===== src/rtl/usw_pkg.sv =====
// Package: shared types and default timing for the suspend/wakeup detector.
// Assumes: the default idle length is 3 ms at a 48 MHz clock.
package usw_pkg;
    localparam int unsigned DEF_IDLE_CYC = 144000;

    typedef enum logic [1:0] {
        MON_OFF   = 2'd0,   // no USB reset seen yet
        MON_WATCH = 2'd1,   // idle check running
        MON_SUSP  = 2'd2    // suspend forced or resume pending
    } mon_mode_e;
endpackage


===== src/rtl/usw_sync.sv =====
// Module: multi-flop synchronizer for the asynchronous activity strobe.
// Assumes: the strobe is held long enough to be seen at the clock rate.
module usw_sync #(
    parameter int unsigned STAGES = 2
) (
    input  logic clk,
    input  logic rst_n,
    input  logic d_async,
    output logic q_sync
);
    logic [STAGES-1:0] chain;

    // Shift the raw input through STAGES flops.
    always_ff @(posedge clk) begin
        if (!rst_n) chain <= '0;
        else        chain <= {chain[STAGES-2:0], d_async};
    end

    assign q_sync = chain[STAGES-1];
endmodule


===== src/rtl/usw_arm.sv =====
// Module: enable/disable sequencing for the idle check.
// Arms on a USB reset. A force-suspend sets a lock that only resume_done
// releases. If both arrive in the same cycle, the force wins.
// Assumes: usb_rst_evt and resume_done are synchronous one-cycle pulses.
module usw_arm
    import usw_pkg::*;
(
    input  logic      clk,
    input  logic      rst_n,
    input  logic      usb_rst_evt,
    input  logic      force_susp,
    input  logic      resume_done,
    output mon_mode_e mode
);
    logic armed;
    logic lock;

    // Arming is sticky once a USB reset has been seen.
    always_ff @(posedge clk) begin
        if (!rst_n)           armed <= 1'b0;
        else if (usb_rst_evt) armed <= 1'b1;
    end

    // The suspend lock is set by force and cleared by end of resume.
    always_ff @(posedge clk) begin
        if (!rst_n)           lock <= 1'b0;
        else if (force_susp)  lock <= 1'b1;
        else if (resume_done) lock <= 1'b0;
    end

    // Select the current mode; suspend outranks watching.
    always_comb begin
        if (force_susp || lock) mode = MON_SUSP;
        else if (armed)         mode = MON_WATCH;
        else                    mode = MON_OFF;
    end

    p_unarmed_off_r1: assert property (@(posedge clk) disable iff (!rst_n)
        !armed |-> (mode != MON_WATCH));
    p_lock_holds_r9: assert property (@(posedge clk) disable iff (!rst_n)
        force_susp |=> (mode == MON_SUSP));
endmodule


===== src/rtl/usw_idle_timer.sv =====
// Module: idle counter that raises a one-cycle suspend request.
// Any synchronized activity, or a disabled check, clears the count.
// After firing, the counter waits for new activity before it counts again.
// Assumes: IDLE_CYC >= 2.
module usw_idle_timer #(
    parameter int unsigned IDLE_CYC = usw_pkg::DEF_IDLE_CYC
) (
    input  logic clk,
    input  logic rst_n,
    input  logic chk_active,
    input  logic act_seen,
    output logic susp_req
);
    localparam int unsigned CW = $clog2(IDLE_CYC + 1);
    localparam logic [CW-1:0] LIMIT = CW'(IDLE_CYC - 1);

    logic [CW-1:0] cnt;
    logic          fired;
    logic          hit;

    assign hit = chk_active && !act_seen && !fired && (cnt == LIMIT);

    // Count idle cycles, fire once, and rearm on activity or disable.
    always_ff @(posedge clk) begin
        if (!rst_n) begin
            cnt      <= '0;
            fired    <= 1'b0;
            susp_req <= 1'b0;
        end else begin
            susp_req <= hit;
            if (!chk_active || act_seen) begin
                cnt   <= '0;
                fired <= 1'b0;
            end else if (hit) begin
                fired <= 1'b1;
            end else if (!fired) begin
                cnt <= cnt + 1'b1;
            end
        end
    end

    p_req_single_r4: assert property (@(posedge clk) disable iff (!rst_n)
        susp_req |=> !susp_req);
    p_req_needs_check_r5: assert property (@(posedge clk) disable iff (!rst_n)
        susp_req |-> $past(chk_active));
endmodule


===== src/rtl/usw_wake.sv =====
// Module: wakeup handling. Activity during suspend gives one pulse and a
// line that is held until end of resume. The low-power clear uses the raw
// input, so it works with no clock running.
// Assumes: resume_done is a synchronous one-cycle pulse.
module usw_wake (
    input  logic clk,
    input  logic rst_n,
    input  logic act_raw,
    input  logic act_seen,
    input  logic susp_mode,
    input  logic resume_done,
    output logic wake_pulse,
    output logic wake_line,
    output logic lp_clear
);
    logic wake_set;

    assign wake_set = act_seen && susp_mode && !wake_line;

    // Produce the pulse and hold the line until resume completes.
    always_ff @(posedge clk) begin
        if (!rst_n) begin
            wake_pulse <= 1'b0;
            wake_line  <= 1'b0;
        end else begin
            wake_pulse <= wake_set;
            if (resume_done)   wake_line <= 1'b0;
            else if (wake_set) wake_line <= 1'b1;
        end
    end

    // Unclocked clear of the low-power bit from the raw detection.
    assign lp_clear = act_raw && susp_mode;

    p_wake_needs_susp_r6: assert property (@(posedge clk) disable iff (!rst_n)
        wake_pulse |-> $past(susp_mode));
    p_wake_line_with_pulse_r6: assert property (@(posedge clk) disable iff (!rst_n)
        wake_pulse |-> wake_line);
    p_wake_hold_r7: assert property (@(posedge clk) disable iff (!rst_n)
        (wake_line && !resume_done) |=> wake_line);
    p_wake_single_r7: assert property (@(posedge clk) disable iff (!rst_n)
        wake_pulse |=> !wake_pulse);
endmodule


===== src/rtl/usb_suspend_wake.sv =====
// Module: top of the USB suspend/wakeup detector. It ties together the
// synchronizer, the arming sequencer, the idle timer and the wakeup logic.
// Assumes: bus_act is asynchronous; all other inputs are synchronous to clk.
module usb_suspend_wake
    import usw_pkg::*;
#(
    parameter int unsigned IDLE_CYC    = DEF_IDLE_CYC,
    parameter int unsigned SYNC_STAGES = 2
) (
    input  logic clk,
    input  logic rst_n,
    input  logic bus_act,
    input  logic usb_rst_evt,
    input  logic force_susp,
    input  logic resume_done,
    output logic susp_req,
    output logic wake_pulse,
    output logic wake_line,
    output logic lp_clear
);
    logic      act_seen;
    mon_mode_e mode;

    usw_sync #(.STAGES(SYNC_STAGES)) u_sync (
        .clk(clk), .rst_n(rst_n), .d_async(bus_act), .q_sync(act_seen)
    );

    usw_arm u_arm (
        .clk(clk), .rst_n(rst_n), .usb_rst_evt(usb_rst_evt),
        .force_susp(force_susp), .resume_done(resume_done), .mode(mode)
    );

    usw_idle_timer #(.IDLE_CYC(IDLE_CYC)) u_timer (
        .clk(clk), .rst_n(rst_n), .chk_active(mode == MON_WATCH),
        .act_seen(act_seen), .susp_req(susp_req)
    );

    usw_wake u_wake (
        .clk(clk), .rst_n(rst_n), .act_raw(bus_act), .act_seen(act_seen),
        .susp_mode(mode == MON_SUSP), .resume_done(resume_done),
        .wake_pulse(wake_pulse), .wake_line(wake_line), .lp_clear(lp_clear)
    );

    p_no_req_forced_r5: assert property (@(posedge clk) disable iff (!rst_n)
        force_susp |=> !susp_req);
endmodule


===== config.mk =====
export PLATFORM = sky130hd
export DESIGN_NAME = usb_suspend_wake
export DESIGN_NICKNAME = d
export VERILOG_FILES = /design/src/rtl/usw_pkg.sv /design/src/rtl/usw_sync.sv /design/src/rtl/usw_arm.sv /design/src/rtl/usw_idle_timer.sv /design/src/rtl/usw_wake.sv /design/src/rtl/usb_suspend_wake.sv
export SDC_FILE = /design/constraint.sdc
export NUM_CORES = 1
export LEC_CHECK = 0
export BUFFER_PORTS_ARGS = -buffer_cell sky130_fd_sc_hd__buf_4
export CAP_MARGIN = 20
export CELL_PAD_IN_SITES_DETAIL_PLACEMENT = 0
export CELL_PAD_IN_SITES_GLOBAL_PLACEMENT = 2
export CORE_MARGIN = 2
export CORE_UTILIZATION = 39
export DETAILED_ROUTE_END_ITERATION = 12
export GPL_ROUTABILITY_DRIVEN = 0
export PLACE_DENSITY_LB_ADDON = 0.1
export SLEW_MARGIN = 20
export SYNTH_ARGS = -nofsm -noshare
export SYNTH_HDL_FRONTEND = slang
export SYNTH_HIERARCHICAL = 1
export SYNTH_SLANG_ARGS = --single-unit

===== constraint.sdc =====
create_clock -name clk -period 5.9 [get_ports clk]
set_input_delay 0.295 -clock clk [delete_from_list [all_inputs] [get_ports clk]]
set_output_delay 0.295 -clock clk [all_outputs]
set_load 0.02 [all_outputs]

==> impl_summary.md, run 1 <==
Yosys
The post-synthesis sequential element count is 26. Synthesis produced a netlist whose cell count is 138. Among all flip-flop cells after synthesis, the most frequent one is sky130_fd_sc_hd__dfxtp_1. In this run, distinct cell masters in the synthesized netlist total 46. The share of flip-flops with an asynchronous set or reset after synthesis is 0%.

The count of flip-flops with a built-in enable after synthesis is 0. The synthesized netlist occupies a cell area of 0.00126 mm². The average cell area after synthesis is 9.17 µm². The number of warnings printed during yosys synthesis is 6. Summing the sequential cell areas from Yosys gives 41.1% of the chip area. When the netlist entered floorplanning its net count stood at 145.

Clock network
The clock transition at the registers of the reported paths is 0.14 ns. The H-tree level count is 1. The post-CTS setup buffer count is 0. The buffer depth of the longest clock path is 2.

The number of hold-repair buffers added at the cts stage is 0. CTS placed an instance of sky130_fd_sc_hd__clkbuf_4 at the clock tree root. TritonCTS created 3 clock buffers. The tree built by TritonCTS fans out to 26 sinks. In this run, post-CTS repair resized a total of 0 instances. The clock insertion delay at the later pin of the skew report is 0.32 ns. The CTS tree is done.

Die
The horizontal extent of the die is 61.0 µm. In this run the core area contains 20 standard-cell rows. The initial cell density of the core is 41.1%.

In this run the vertical extent of the chip is 61.0 µm. The area of the die is 0.00371 mm². For this design the top-level I/O count stands at 10. The core region is 0.00308 mm².

Layout
The net count reported at finish is 156. The final standard cell count with taps included and fillers excluded is 192. The number of diodes added for antenna fixing is 0. The core utilization of the finished layout is 46.4%. From synthesis to final layout, the design area changed by 12.9%.

The layout cell share with drive strength beyond 1 is 18.9%.

Detailed routing
The sum of met3 wire segment lengths after detailed routing is 76 µm. The routed metal-1 wire length is 1.23 mm. The detail route stage leaves a number of antenna-violating nets equal to 0. The routed length per instance is 12.8 µm. The number of search-and-repair iterations in the first detailed-routing pass is 4.

The final routed DRC violation total is 0. Summing over every cut layer, the via total after detailed routing is 1029. The first-iteration detailed-routing DRC count is 38. The average via count per standard cell is 5.36. Wires add up to 2.46 mm. Routed signal wires occupy layers up through met4. In the detailed route, the total length drawn on met2 is 1.14 mm.

Timing
The slew at the pin with the worst max-slew slack is 0.967 ns. Setup violations remaining at the end of the flow were counted as 0. Setup repair after global routing left no endpoint under its margin.

The final number of hold-violating endpoints is 0. In this run the tightest slew margin relative to its limit is 35.4%. After layout, the worst path uses 38.1% of the clock period. The worst path needs 2.25 ns of the cycle, external delays included. The final clock skew is 0.00167 ns. The highest clock frequency the design can meet is 0.445 GHz.

The final hold slack is 0.120 ns. The max-slew violation count is 0. The aggregate negative setup slack is 0 ns.

Hold path
The worst min-delay path endpoint is u_wake/wake_line$_SDFFE_PP0P_. The worst hold path cell count is 2. The worst hold path begins at resume_done.

The min-delay analysis places its worst path in the category in2reg.

Worst setup path
The required time of the critical path is 6.12 ns. STA puts the critical path data arrival time at 2.47 ns. In this run the worst path has a maximum fanout of 10. The number of cells on the worst reg-to-reg path is 7. The worst register-to-register path ends at u_timer/cnt[7]$_SDFFE_PP0P_. The slack of the worst reg-to-reg path is 3.65 ns. The startpoint of the worst register-to-register path is u_arm/lock$_SDFFE_PN0P_. The worst setup path is launched from a flip-flop. The type of element capturing the critical path is a flip-flop. The category of the most critical setup path is reg2reg.

Job
Across the run, the number of max-cap violations was 0.

Placement
Input and output buffers added on the ports amount to 9. The count of placed standard cells including taps is 188. The wire-length estimate of the detail-placed layout is 1.79 mm.

GRT
The initial antenna violation count is 0. For this run, the total global-route usage over all layers was measured as 16.7%. Entering global routing, the biggest net connects 19 pins. The total global routing overflow is 0. The number of global-route vias before repair was 987. The first global-routing pass estimated 4.66 mm of wire.

Power and ir drop
The ratio of total power to cell area is 220 mW/mm². The worst-case IR drop observed on VDD is 0.150 mV. Summed over all cells, the static leakage comes to 0.471 nW.

Outcome
The run finished with clean final reports.
==> flip-flops by register name, summed over array words and instances, names as in the netlist <==
name,cells
u_arm/armed,1
u_arm/lock,1
u_sync/chain,2
u_timer/cnt,18
u_timer/fired,1
u_timer/susp_req,1
u_wake/wake_line,1
u_wake/wake_pulse,1
==> Yosys cell counts, drive strengths merged (3+ instances only) <==
master,n,area (µm²)
nand4,6,43.8
dfxtp,26,521
and2,3,20.0
mux2i,5,50.1
or4,4,30.0
o21ai,3,15.0
nand3,5,25.0
nor2b,3,18.8
o31ai,4,30.0
a21oi,10,53.8
or2,5,33.8
nand3b,3,22.5
xnor2,4,35.0
nand2,13,48.8
nor2,8,32.5
nor4,4,40.0
inv,4,15.0
==> through the flow <==
stage	setup WS, ns	instance area [µm²]	total power, W
floorplan	3.89	1260	0.000189
global placement	3.61	1380	0.000195
detailed placement	3.55	1380	0.000195
CTS	3.62	1430	0.000320
global route	3.45	1430	0.000326
finish	3.65	1430	0.000314
==> cell usage in the layout, fill, tap and decap left out, types with 5 or more instances in the layout <==
cell type                  n
sky130_fd_sc_hd__buf_4     9
sky130_fd_sc_hd__nor2_1    7
sky130_fd_sc_hd__nand2_1  13
sky130_fd_sc_hd__dfxtp_1  26
sky130_fd_sc_hd__mux2i_1   5
sky130_fd_sc_hd__nand3_1   5
sky130_fd_sc_hd__a21oi_1   9
sky130_fd_sc_hd__nand4_1   5
==> cell families (layout without fill, tap and decap cells) <==
| group | Yosys count | count (layout) | share of synthesized area (%) |
|---|---|---|---|
| buffers and inverters | 7 | 17 | 2.18 |
| AO/OA/AOI/OAI | 24 | 24 | 12.4 |
| adder cells (fa/ha/maj) | 1 | 1 | 0.989 |
| flip-flops | 26 | 26 | 41.1 |
| AND/OR/NAND/NOR | 70 | 70 | 35.9 |
| XOR/XNOR | 5 | 5 | 3.46 |
| multiplexers | 5 | 5 | 3.96 |
==> worst max-delay path: stages, from the launching register on <==
cell                       delay [ns]
sky130_fd_sc_hd__dfxtp_1         0.33
sky130_fd_sc_hd__or2_4           0.25
sky130_fd_sc_hd__nor2_2          0.08
sky130_fd_sc_hd__nor2b_1         0.19
sky130_fd_sc_hd__or4b_1          0.51
sky130_fd_sc_hd__nor4_4          0.46
sky130_fd_sc_hd__a211oi_1        0.18
sky130_fd_sc_hd__mux2i_1         0.15
==> worst max-delay path by stage <==
stage | start | endpoint | slack (ns)
after CTS | u_arm/lock$_SDFFE_PN0P_ | u_timer/cnt[7]$_SDFFE_PP0P_ | 3.62
after global placement | force_susp | u_timer/cnt[4]$_SDFFE_PP0P_ | 3.61
after detailed placement | force_susp | u_timer/cnt[7]$_SDFFE_PP0P_ | 3.55
after global routing | u_arm/lock$_SDFFE_PN0P_ | u_timer/cnt[4]$_SDFFE_PP0P_ | 3.45
final | u_arm/lock$_SDFFE_PN0P_ | u_timer/cnt[7]$_SDFFE_PP0P_ | 3.65
after floorplan | u_arm/lock$_SDFFE_PN0P_ | u_timer/cnt[7]$_SDFFE_PP0P_ | 3.89
==> area by class of cell <==
class / instances / area, µm²
inverter: 4 / 15.0
clock buffer: 3 / 22.5
timing repair buffer: 9 / 67.6
clock inverter: 1 / 30.0
tap: 44 / 55.1
sequential: 26 / 520
multi-input combinational: 105 / 717
fill: 317 / 1650
==> power by group <==
group | internal [W] | switching [W]
logic | 0.00000686 | 0.00000554
clock network | 0.0000687 | 0.0000542
registers | 0.000178 | 0.00000107
==> layer usage <==
metal / global-route usage, % / up-vias
met5: 0 / -
met4: 2.80 / 0
met3: 4.48 / 2
met2: 27.2 / 10
met1: 22.6 / 483
li1: - / 534
(Power assumes the default switching activity.)
==> run 2, diff against run 1 <==
- CORE_UTILIZATION: 39 -> 36
- clock period: 5.9 -> 2.2 ns (I/O delays scaled with it)
==> run 2 against run 1 <==
  * Final area is 4.4% higher
  * Hold slack worse by 0.074 ns
  * Global-route usage is 1.8 points lower
  * Critical path depth is 1 higher
  * Sequential power grew to 2.7 times the previous value
  * Critical endpoint is now u_timer/cnt[4]$_SDFFE_PP0P_
==> impl_summary.md, run 2 (synthesis gave the netlist of run 1 again) <==
Power and ir drop
The internal power of the cells totals 0.000564 W. Of the total power, the share spent switching nets is 21.8%. The leakage power total is 0.499 nW. Sequential cells burn 66.4% of the power. Summed over all nets, the switching power comes to 0.000157 W. The fraction of power consumed by combinational cells is 5.6%.

The ratio of total power to cell area is 484 mW/mm². The clock network is responsible for 27.9% of the overall power. The maximum resistive drop on vdd is 0.192 mV.

Clock network
TritonCTS built the clock tree. The clock passes through at most 2 buffers. The H-tree level count is 1. CTS saw 26 sinks. The CTS root buffer is sky130_fd_sc_hd__clkbuf_4.

The number of clock buffers added by TritonCTS is 3. The post-CTS setup buffer count is 0. The clock transition at the registers of the reported paths is 0.14 ns.

The clock insertion delay at the later pin of the skew report is 0.31 ns.

Layout
In the final layout, the registers with the most flip-flops are u_timer/cnt x18, u_sync/chain x2. Compared with the post-synthesis result, the final layout area differs by 17.8%. In the final layout, the share of cells above drive strength 1 is 21.8%.

The flip-flop count of the largest register, all copies and words added is 18. The net count reported at finish is 165. Counting the fill cells in the layout gives 364. The largest register by flop count is u_timer/cnt.

0 antenna diodes ended up in the layout. The library cells used most frequently in the layout, excluding fill and tap cells, are sky130_fd_sc_hd__dfxtp_1 (26), sky130_fd_sc_hd__buf_4 (13), sky130_fd_sc_hd__nand2_1 (13), sky130_fd_sc_hd__a21oi_1 (9), sky130_fd_sc_hd__nor2_1 (7). Leaving out fill and tap cells, the most frequent cell in the layout is sky130_fd_sc_hd__dfxtp_1.

Timing
For the pin with the worst max-slew slack, the measured transition is 0.336 ns. The aggregate negative setup slack is 0 ns. Setup repair after global routing left no endpoint under its margin.

The clock period minus worst slack is 2.04 ns. The ratio of final minimum period to clock period is 92.6%. The post-layout worst setup margin is 0.163 ns. Derived from the worst setup path, the maximum achievable clock frequency is 0.491 GHz. The max-slew violation count came to 0. The clock arrives with 0.00418 ns of skew. Setup violations remaining at the end of the flow were counted as 0.

The final number of hold-violating endpoints was 0. The worst slew margin relative to its limit is 77.4%.

Worst setup path
For this design, the slowest cell found on the critical path is sky130_fd_sc_hd__or4b_1. STA puts the critical path data required time at 2.42 ns. The highest cell delay on the worst timing path is 0.49 ns. The category of the most critical setup path is reg2reg. The type of element capturing the critical path is a flip-flop. At the worst endpoint, the arrival time is 2.26 ns. The launching element type of the critical path is a flip-flop. Along the worst path, the maximum fanout reaches 10. Traced cell by cell, the critical path runs through or2_4, nor2_2, nor2b_2, or4b_1, nor4_4, buf_6, a31oi_1, mux2i_1.

Die
The total area inside the core boundary comes to 0.00336 mm². The initial cell density of the core is 37.6%. The area of the die is 0.00400 mm². The horizontal extent of the die is 63.3 µm.

Row generation in the floorplan step produced 21 rows. The number of primary I/O pins is 10. The die is 63.3 µm tall.

Detailed routing
The first routing iteration left 67 violations. After detailed routing, the average wire length per cell comes to 12.9 µm. The pre-antenna-repair detailed-routing pass consisted of 4 iterations. In the routed layout, each cell is associated on average with a via count of 5.07. After detailed routing, the total wire length is 2.61 mm. For this run, design rule violations remaining after detail routing come to 0. The count of nets left with antenna violations after detail routing is 0. For this block, the via count after detailed routing is 1024.

GRT
After global routing, the most crowded layer is met2. The global-route wire length before repair is 4.76 mm. For met2 alone, demand over resource in global routing was 23.1%. After global routing the overflow that remains totals 0. The largest net degree at the start of global routing is 14. For this run, global-route usage on met3 was measured as 2.68%.

For this run, global-route usage on met1 was measured as 20.6%. The number of global-route vias before repair is 1016. The initial antenna violation count was 0. Across every metal layer, demand over resource in global routing totals 14.9%.

Placement
The placement-stage worst setup slack is 0.121 ns. The detailed placement HPWL is 1.92 mm. The count of port buffers added during placement is 9.

Job
The number of max-capacitance violations reported is 0.

Hold path
The path class of the tightest hold or removal check is in2reg.

Outcome
The flow ran to the end, and the final reports show no timing, DRC or antenna violations.
-- run 2: cell count changes in the layout (fill, tap and decap cells not counted) --
cell | before | now
sky130_fd_sc_hd__nor4b_2 | 0 | 1
sky130_fd_sc_hd__nor2b_1 | 3 | 2
sky130_fd_sc_hd__dlygate4sd3_1 | 0 | 4
sky130_fd_sc_hd__nor4b_1 | 1 | 0
sky130_fd_sc_hd__buf_4 | 9 | 13
sky130_fd_sc_hd__buf_6 | 0 | 1
sky130_fd_sc_hd__nor2b_2 | 0 | 1
sky130_fd_sc_hd__bufinv_16 | 1 | 0
-- run 2: per-layer routing --
metal | routed length (µm) | up-vias
met2 | 1190 | 8
met5 | 0 | -
met3 | 48 | 2
met4 | 23 | 0
li1 | - | 546
met1 | 1350 | 468
-- run 2: power by group through the flow --
stage | registers [W] | logic [W] | clock network (W)
global route | 0.000480 | 0.0000446 | 0.000238
floorplan | 0.000489 | 0.0000183 | 0
detailed placement | 0.000489 | 0.0000350 | 0
global placement | 0.000489 | 0.0000343 | 0
finish | 0.000479 | 0.0000407 | 0.000202
CTS | 0.000479 | 0.0000405 | 0.000216
-- run 2: worst paths after layout --
path | start | endpoint | slack (ns) | cells after the start
setup / recovery | u_arm/lock$_SDFFE_PN0P_ | u_timer/cnt[4]$_SDFFE_PP0P_ | 0.16 | 8
hold / removal | rst_n | u_arm/armed$_SDFFE_PN0P_ | 0.05 | 2
setup reg to reg | u_arm/lock$_SDFFE_PN0P_ | u_timer/cnt[4]$_SDFFE_PP0P_ | 0.16 | 8
hold reg to reg | u_sync/chain[0]$_SDFF_PN0_ | u_sync/chain[1]$_SDFF_PN0_ | 0.45 | 1
-- run 2: critical path: cells and delay by family (launching register included) --
kind / cells / cell delay, ns
buffers and inverters: 1 / 0.18
AOI/OAI and AO/OA: 1 / 0.11
muxes: 1 / 0.14
and+or+nand+nor: 5 / 1.19
DFF: 1 / 0.33
-- run 2: area by class of cell --
cell class	count	area (µm²)	area share, %
multi-input combinational	105	726	48.7
timing repair buffer	18	149	9.99
tap	46	57.6	3.86
inverter	4	15.0	1.01
sequential	26	520	34.9
clock buffer	3	22.5	1.51
-- run 2: what timing repair did --
item / 4_1_cts / 5_1_grt
hold buffers: 4 / 0
hold endpoints to repair: 4 / 0
setup endpoints to repair: 0 / 4
gates resized for setup: 0 / 3
-- run 2: per-stage QoR --
stage	instances	cell area [µm²]	util (%)	power, W	hold slack, ns
after floorplan	138	1260	-	0.000508	0.180
after global placement	195	1420	42.1	0.000523	0.285
after detailed placement	195	1420	42.1	0.000524	0.288
after CTS	202	1480	43.9	0.000735	0.0343
after global routing	202	1490	44.3	0.000762	0.0230
final	202	1490	44.3	0.000721	0.0463
